**src/rtl/outport_pkg.sv**
```systemverilog
package outport_pkg;
  localparam int unsigned BYTE_W = 8;

  // Strobes from the decode/control side to the register datapath.
  typedef struct packed {
    logic              store;   // replace the whole register
    logic [BYTE_W-1:0] data;    // byte to store
    logic              setA20;  // set bit 1
    logic              clrA20;  // clear bit 1
    logic              trig;    // (re)start the reset pulse
  } portStrobe_t;
endpackage

```
**src/rtl/outport_ctrl.sv**
```systemverilog
module outport_ctrl
  import outport_pkg::*;
(
  input  logic              clk,
  input  logic              rstN,
  input  logic              fastWrEn,
  input  logic [BYTE_W-1:0] fastWrData,
  input  logic              ctlWrEn,
  input  logic [BYTE_W-1:0] ctlWrData,
  input  logic              cmdValid,
  input  logic [BYTE_W-1:0] cmdCode,
  output portStrobe_t       strobe
);
  localparam logic [BYTE_W-1:0] CMD_A20_ON  = 8'hDF;
  localparam logic [BYTE_W-1:0] CMD_A20_OFF = 8'hDD;
  localparam logic [3:0]        PULSE_NIB   = 4'hF;

  logic              anyWrite;
  logic [BYTE_W-1:0] wrByte;
  logic              isPulseCmd;
  logic              pulseReset;

  always_comb begin
    anyWrite   = fastWrEn | ctlWrEn;
    // fast port has precedence over the controller path
    wrByte     = fastWrEn ? fastWrData : ctlWrData;
    isPulseCmd = cmdValid && (cmdCode[7:4] == PULSE_NIB);
    pulseReset = isPulseCmd && !cmdCode[0];

    strobe.store  = anyWrite;
    strobe.data   = wrByte;
    strobe.setA20 = !anyWrite && cmdValid && (cmdCode == CMD_A20_ON);
    strobe.clrA20 = !anyWrite && cmdValid && (cmdCode == CMD_A20_OFF);
    strobe.trig   = (anyWrite && !wrByte[0]) || pulseReset;
  end

  AST_ONE_A20_ACTION: assert property (@(posedge clk) disable iff (!rstN)
    $onehot0({strobe.setA20, strobe.clrA20, strobe.store}));

  AST_NOP_PULSE_QUIET: assert property (@(posedge clk) disable iff (!rstN)
    (cmdValid && cmdCode[7:4] == PULSE_NIB && cmdCode[0] && !fastWrEn && !ctlWrEn)
      |-> !strobe.trig);
endmodule

```
**src/rtl/outport_dp.sv**
```systemverilog
module outport_dp
  import outport_pkg::*;
#(
  parameter int unsigned PULSE_CYCLES = 1200
) (
  input  logic              clk,
  input  logic              rstN,
  input  portStrobe_t       strobe,
  input  logic              kbdFull,
  input  logic              auxFull,
  output logic [BYTE_W-1:0] rdData,
  output logic              a20En,
  output logic              resetReq
);
  localparam int unsigned CNT_W = $clog2(PULSE_CYCLES + 1);
  localparam logic [CNT_W-1:0] CNT_LOAD = CNT_W'(PULSE_CYCLES);
  localparam logic [BYTE_W-1:0] RST_VAL = 8'h03;

  logic [BYTE_W-1:0] portReg;
  logic [CNT_W-1:0]  pulseCnt;

  always_ff @(posedge clk) begin
    if (!rstN)                portReg    <= RST_VAL;
    else if (strobe.store)    portReg    <= strobe.data;
    else if (strobe.setA20)   portReg[1] <= 1'b1;
    else if (strobe.clrA20)   portReg[1] <= 1'b0;
  end

  always_ff @(posedge clk) begin
    if (!rstN)                pulseCnt <= '0;
    else if (strobe.trig)     pulseCnt <= CNT_LOAD;
    else if (pulseCnt != '0)  pulseCnt <= pulseCnt - 1'b1;
  end

  assign a20En    = portReg[1];
  assign resetReq = (pulseCnt != '0);
  assign rdData   = {portReg[7:6], auxFull, kbdFull, portReg[3:0]};

  // Checker state: cycles elapsed since the most recent trigger.
  logic [CNT_W-1:0] sinceTrig;
  logic             seenTrig;
  always_ff @(posedge clk) begin
    if (!rstN) begin
      sinceTrig <= '0;
      seenTrig  <= 1'b0;
    end else if (strobe.trig) begin
      sinceTrig <= '0;
      seenTrig  <= 1'b1;
    end else if (sinceTrig != CNT_LOAD) begin
      sinceTrig <= sinceTrig + 1'b1;
    end
  end

  AST_A20_FOLLOWS_WRITE: assert property (@(posedge clk) disable iff (!rstN)
    strobe.store |=> (a20En == $past(strobe.data[1])));

  AST_A20_SET: assert property (@(posedge clk) disable iff (!rstN)
    strobe.setA20 |=> a20En);

  AST_A20_CLR: assert property (@(posedge clk) disable iff (!rstN)
    strobe.clrA20 |=> !a20En);

  AST_NO_SPURIOUS_RESET: assert property (@(posedge clk) disable iff (!rstN)
    !seenTrig |-> !resetReq);

  AST_PULSE_WINDOW: assert property (@(posedge clk) disable iff (!rstN)
    seenTrig |-> (resetReq == (sinceTrig < CNT_LOAD)));
endmodule

```
**src/rtl/sys_outport.sv**
```systemverilog
module sys_outport
  import outport_pkg::*;
#(
  parameter int unsigned PULSE_CYCLES = 1200
) (
  input  logic       clk,
  input  logic       rstN,
  input  logic       fastWrEn,
  input  logic [7:0] fastWrData,
  input  logic       ctlWrEn,
  input  logic [7:0] ctlWrData,
  input  logic       cmdValid,
  input  logic [7:0] cmdCode,
  input  logic       kbdFull,
  input  logic       auxFull,
  output logic [7:0] rdData,
  output logic       a20En,
  output logic       resetReq
);
  portStrobe_t strobe;

  outport_ctrl u_ctrl (
    .clk        (clk),
    .rstN       (rstN),
    .fastWrEn   (fastWrEn),
    .fastWrData (fastWrData),
    .ctlWrEn    (ctlWrEn),
    .ctlWrData  (ctlWrData),
    .cmdValid   (cmdValid),
    .cmdCode    (cmdCode),
    .strobe     (strobe)
  );

  outport_dp #(.PULSE_CYCLES(PULSE_CYCLES)) u_dp (
    .clk      (clk),
    .rstN     (rstN),
    .strobe   (strobe),
    .kbdFull  (kbdFull),
    .auxFull  (auxFull),
    .rdData   (rdData),
    .a20En    (a20En),
    .resetReq (resetReq)
  );
endmodule

```
**config.mk**
```make
export PLATFORM = sky130hd
export DESIGN_NAME = sys_outport
export DESIGN_NICKNAME = d
export VERILOG_FILES = /design/src/rtl/outport_pkg.sv /design/src/rtl/outport_ctrl.sv /design/src/rtl/outport_dp.sv /design/src/rtl/sys_outport.sv
export SDC_FILE = /design/constraint.sdc
export NUM_CORES = 1
export LEC_CHECK = 0
export CAP_MARGIN = 5
export CORE_ASPECT_RATIO = 0.6
export CORE_MARGIN = 2
export CORE_UTILIZATION = 40
export DETAILED_ROUTE_END_ITERATION = 8
export DONT_BUFFER_PORTS = 1
export GPL_TIMING_DRIVEN = 0
export HOLD_SLACK_MARGIN = 0.1
export PLACE_DENSITY_LB_ADDON = 0.2
export SLEW_MARGIN = 10
export SYNTH_ARGS = -nofsm -noshare
export SYNTH_HDL_FRONTEND = slang
export SYNTH_SLANG_ARGS = --single-unit
export TNS_END_PERCENT = 5
```
**constraint.sdc**
```tcl
create_clock -name clk -period 1.45 [get_ports clk]
set_input_delay 0.0725 -clock clk [delete_from_list [all_inputs] [get_ports clk]]
set_output_delay 0.0725 -clock clk [all_outputs]
set_load 0.02 [all_outputs]
```
## Yosys cells after proc, flatten, opt, wreduce, memory -nomap -nowiden

Cells that the tools add are included.
Widths: inputs -> output; s select.

| word-level totals | value |
|---|---|
| bits in registers | 19 |
| output and inout bits | 10 |
| logic and storage cells | 30 |

| operators by class | value |
|---|---|
| add/sub/neg operators | 1 |
| equality and inequality tests | 3 |
| multiplexer cells | 6 |
| bitwise operators | 2 |
| reduce and logical (&&, ||, !) cells | 14 |

Operators by type and width:

| cell | count |
|---|---|
| $mux 11 | 2 |
| $eq 8x8->1 const B | 2 |
| $reduce_bool 11->1 | 1 |
| $sub 11x1->11 const B | 1 |
| $mux 8 | 1 |
| $logic_and 1x1->1 | 6 |
| $eq 4x4->1 const B | 1 |
| $logic_not 1->1 | 3 |
| $mux 1 | 3 |
| $reduce_bool 3->1 | 1 |
| $reduce_bool 2->1 | 1 |
| $reduce_or 2->1 | 1 |
| $logic_or 1x1->1 | 1 |
| $not 1->1 | 1 |
| $or 1x1->1 | 1 |

## Depth between registers and ports, before layout

| logic depth | value |
|---|---|
| depth in word-level cells | 7 |
| mapped depth | 6 |
| depth with buffers taken out | 6 |

## By module

From an unflattened synthesis, not the netlist that was laid out.

| unflattened totals | value |
|---|---|
| cells, all modules | 112 |
| area total of the unflattened synthesis | 1036.0 sq um |

By module, submodules not included:

| module | times used | cells each | area each (sq um) | seq. area each (sq um) |
|---|---|---|---|---|
| outport_dp | 1 | 93 | 864.6 | 340.3 |
| outport_ctrl | 1 | 19 | 171.4 | 0.0 |

## Worst setup path before layout

Ideal clock, no wire load.

| timing | value |
|---|---|
| path type | register to register |
| start point | register u_dp.pulseCnt[0] |
| end point | register u_dp.pulseCnt[4] |
| arrival | 1.364 ns |
| data required time | 1.330 ns |
| setup slack | -0.033 ns |
| cell stages (with the launch flop) | 7 |
| clock period less this slack | 1.483 ns |
| cell sequence | dfxtp_1 inv_1 ha_1 nor2b_1 nand3_2 a31oi_1 a21oi_1 |

| between the ends | value |
|---|---|
| elaborated cells between the ends (all ways) | 5 |
| classes of those cells | add/sub (1); mux (2); reduce/logical (2) |

RTL lines:

| what | RTL line | source |
|---|---|---|
| start: declaration | outport_dp.sv:20 | `logic [CNT_W-1:0] pulseCnt;` |
| start signal: assignment | outport_dp.sv:32 | `else if (pulseCnt != '0) pulseCnt <= pulseCnt - 1'b1;` |
| $reduce_bool 11->1 | n/a |  |
| net resetReq | sys_outport.sv:18 | `output logic resetReq` |
| $reduce_bool 2->1 (no source line) | n/a |  |

The timed path passes the listed nets, and every way through them passes these cells. The select of a mux whose other input is x is not followed.
A chain may end at the register's enable or synchronous reset.

## Worst setup path in the final report

| timing | value |
|---|---|
| start point | register u_dp.pulseCnt[4] |
| end point | register u_dp.pulseCnt[6] |

| between the ends | value |
|---|---|
| cells in the longest elaborated chain, start to end | 1 |
| elaborated cells between the ends (all ways) | 2 |
| classes of those cells | add/sub (1); reduce/logical (1) |

RTL lines:

| what | RTL line |
|---|---|
| $sub 11x1->11 or $reduce_bool 11->1 (tied branches) | outport_dp.sv:32 |

Several ways; a longest one is shown, not always the timed one.

==> results.toml <==
[power_and_ir_drop]
power_density_nw_per_um2 = 1490
leakage_nw = 0.465
vdd_drop_max_mv = 0.714

[grt]
grt_usage = 0.163
grt_pass1_wl_mm = 2.94
grt_pass1_vias = 579
antenna_found_initial = 0
grt_max_degree = 12
grt_overflow_total = 0

[clock_tree]
clk-insertion-delay-late_ns = 0.26
cts_buffers = 3
cts_sinks = 17
cts.htree.levels = 1
cts-root-buf = "clkbuf_8"
clock_path_buffers = 2
cts_tree = "yes"
clk_pin_slew_ns = 0.07

[detailed_routing]
final_antenna_net_count = 0
drc = 0
drtPass1Iterations = 4
vias = 808
drt-wirelength-per-cell_um = 13.8
wirelength_mm = 2.12
vias_per_cell = 5.25
drt-initial-drc-count = 32

[synth]
syn-cell-area_um2 = 911
avgSynthCellArea_um2 = 8.59
synth_flop_cell = "dfxtp_1"
async_reset_ff_frac = 0
yosysTopAreaCell = "dfxtp_1"
yosys_warnings = 0
synth.top_cell.area_share = 0.374
synth.area.top_cells = "dfxtp_1 (37%), nor2_1 (7.0%), mux2i_1 (5.5%)"
synth_common_cells = "dfxtp_1 (17), nor2_1 (17), a21oi_1 (8), nand2_1 (8), mux2i_1 (5)"
ys_types = 36
synth_edf_count = 0
synth_seq_cells = 17
ys_seq_area_frac = 0.374
netlist_instances = 106
syn_nets = 139

[timing]
finalMaxSlewViolations = 0
tightestPinTransition_ns = 0.397
slew_headroom = 0.736
clock_skew_ns = 0.00476
rsz0062_at_grt = "yes"
hold_violations = 0
min_period_ns = 1.46
finalWorstSetupSlack_ns = -0.0132
max_freq_mhz = 683
period_share = 1.01
setup_viol = 1
setup-tns-final_ns = -0.0132

[setup_path]
reg2regPathDepth = 4
r2r_start = "u_dp.pulseCnt[4]"
crit_slowest_cell = "or4_1"
startpoint_type = "register"
crit_type = "reg -> reg"
timing.rr.end = "u_dp.pulseCnt[6]"
crit_chain = "or4_1 > a211oi_2 > xnor2_1 > nor2_1"
regToRegSetupSlack_ns = -0.01
end_kind = "register"
max_stage_delay_ns = 0.56
cp.arrival_ns = 1.61
crit_required_ns = 1.59
critPathMaxFanout = 4

[floorplan]
die_area_um2 = 2690
coreArea_um2 = 2160
die_x_um = 65.6
ios = 41
row_count = 13
start_util = 0.421
die_y_um = 41.0

[hold_path]
hold_path.startpoint = "rstN"
min_to = "u_dp.pulseCnt[2]"
hold_depth = 2
worstHoldPathType = "in -> reg"

[run_status]
outcome = "finished, violations left"
violations = "negative setup slack"

[placed_design]
port_buffers = 0
post_dp_cell_area_um2 = 951
hpwlAfterDp_mm = 1.38
place_congestion = 0.762

[flow_run]
drv_cap = 0

[cells_and_area]
nets = 158
area_growth_pct = 28.8
drive_above_1_share = 0.242
stdcell_area_um2 = 1170
n_antenna_cell = 0
==> cell type report <==
| type | count | area [µm²] |
|---|---|---|
| fill | 199 | 990 |
| multi-input combinational | 79 | 541 |
| sequential | 17 | 353 |
| timing repair buffer | 14 | 141 |
| clock buffer | 3 | 41.3 |
| tap | 30 | 37.5 |
| buffer | 5 | 33.8 |
| inverter | 5 | 18.8 |
| clock inverter | 1 | 7.51 |
==> per-layer routing <==
layer,up-vias,part of all wire,track usage
li1,414,-,-
met4,0,0.015,0.0729
met2,20,0.44,0.204
met5,-,0,0
met3,4,0.049,0.0604
met1,370,0.50,0.238
==> flip-flops by register name, indices dropped and copies added, names as in the netlist <==
signal and cells:
u_dp.portReg 6, u_dp.pulseCnt 11
==> cells by family after synthesis <==
group	after synthesis	synth area share
flip-flops	17	0.374
buffers and inverters	10	0.0549
XOR/XNOR	3	0.0289
multiplexers	5	0.0549
AO/OA/AOI/OAI	23	0.165
adder cells (fa/ha/maj)	2	0.0275
AND/OR/NAND/NOR	46	0.295
==> worst max path at each step <==
stage | startpoint | to | slack, ns
2_1_floorplan | u_dp.pulseCnt[4] | u_dp.pulseCnt[4] | 0.01
3_3_place_gp | u_dp.pulseCnt[4] | u_dp.pulseCnt[4] | -0.18
3_5_place_dp | u_dp.pulseCnt[4] | u_dp.pulseCnt[4] | -0.18
4_1_cts | u_dp.pulseCnt[7] | u_dp.pulseCnt[10] | -0.02
5_1_grt | u_dp.pulseCnt[4] | u_dp.pulseCnt[6] | -0.07
6_report | u_dp.pulseCnt[4] | u_dp.pulseCnt[6] | -0.01
==> through the flow <==
stage	power (mW)	hold WS (ns)	std cells	setup WS, ns	utilization
after detailed placement	1.24	0.158	136	-0.181	0.440
after global placement	1.23	0.155	136	-0.179	0.440
final	1.75	0.128	154	-0.0132	0.543
after global routing	1.88	0.152	154	-0.0661	0.543
after CTS	1.71	0.131	154	-0.0240	0.530
after floorplan	1.14	0.149	106	0.0104	-
==> where the power goes <==
group / switching [mW] / internal (mW) / total (mW)
registers: 0.123 / 0.554 / 0.677
logic: 0.359 / 0.345 / 0.704
clock network: 0.176 / 0.194 / 0.370
total: 0.658 / 1.09 / 1.75
==> layout by cell type, fill, tap and decap left out, types with 2 or more instances in the layout <==
| master | synthesis | routed |
|---|---|---|
| dlygate4sd3_1 | 0 | 9 |
| o21ai_0 | 4 | 4 |
| mux2i_1 | 5 | 5 |
| dfxtp_2 | 0 | 7 |
| dfxtp_1 | 17 | 9 |
| a31oi_1 | 4 | 4 |
| inv_1 | 4 | 4 |
| a21oi_1 | 8 | 8 |
| nor2_1 | 17 | 17 |
| clkbuf_8 | 0 | 3 |
| nand4_1 | 2 | 2 |
| nand3_1 | 2 | 2 |
| nor4_4 | 2 | 2 |
| nand2b_1 | 2 | 2 |
| nand4b_1 | 2 | 2 |
| ha_2 | 0 | 2 |
| nand2_1 | 8 | 8 |
| xnor2_1 | 2 | 2 |
| dlymetal6s4s_1 | 0 | 2 |
| nor3_1 | 2 | 2 |
| buf_4 | 3 | 5 |
==> timing repair <==
| item | in CTS | in global routing |
|---|---|---|
| pin swaps | 2 | 4 |
| hold buffers | 12 | 0 |
| endpoints found under the hold margin | 10 | 0 |
| setup endpoints to repair | 9 | 14 |
| resized for setup | 2 | 15 |
| setup buffers | 2 | 1 |
==> critical path: cells and delay by family, from the launching register on <==
kind	cells	cell delay [ns]
xor gates and xnor gates	1	0.16
AOI/OAI and AO/OA	1	0.22
DFF	1	0.36
and+or+nand+nor	2	0.62
Power figures use the tool's default switching activity.
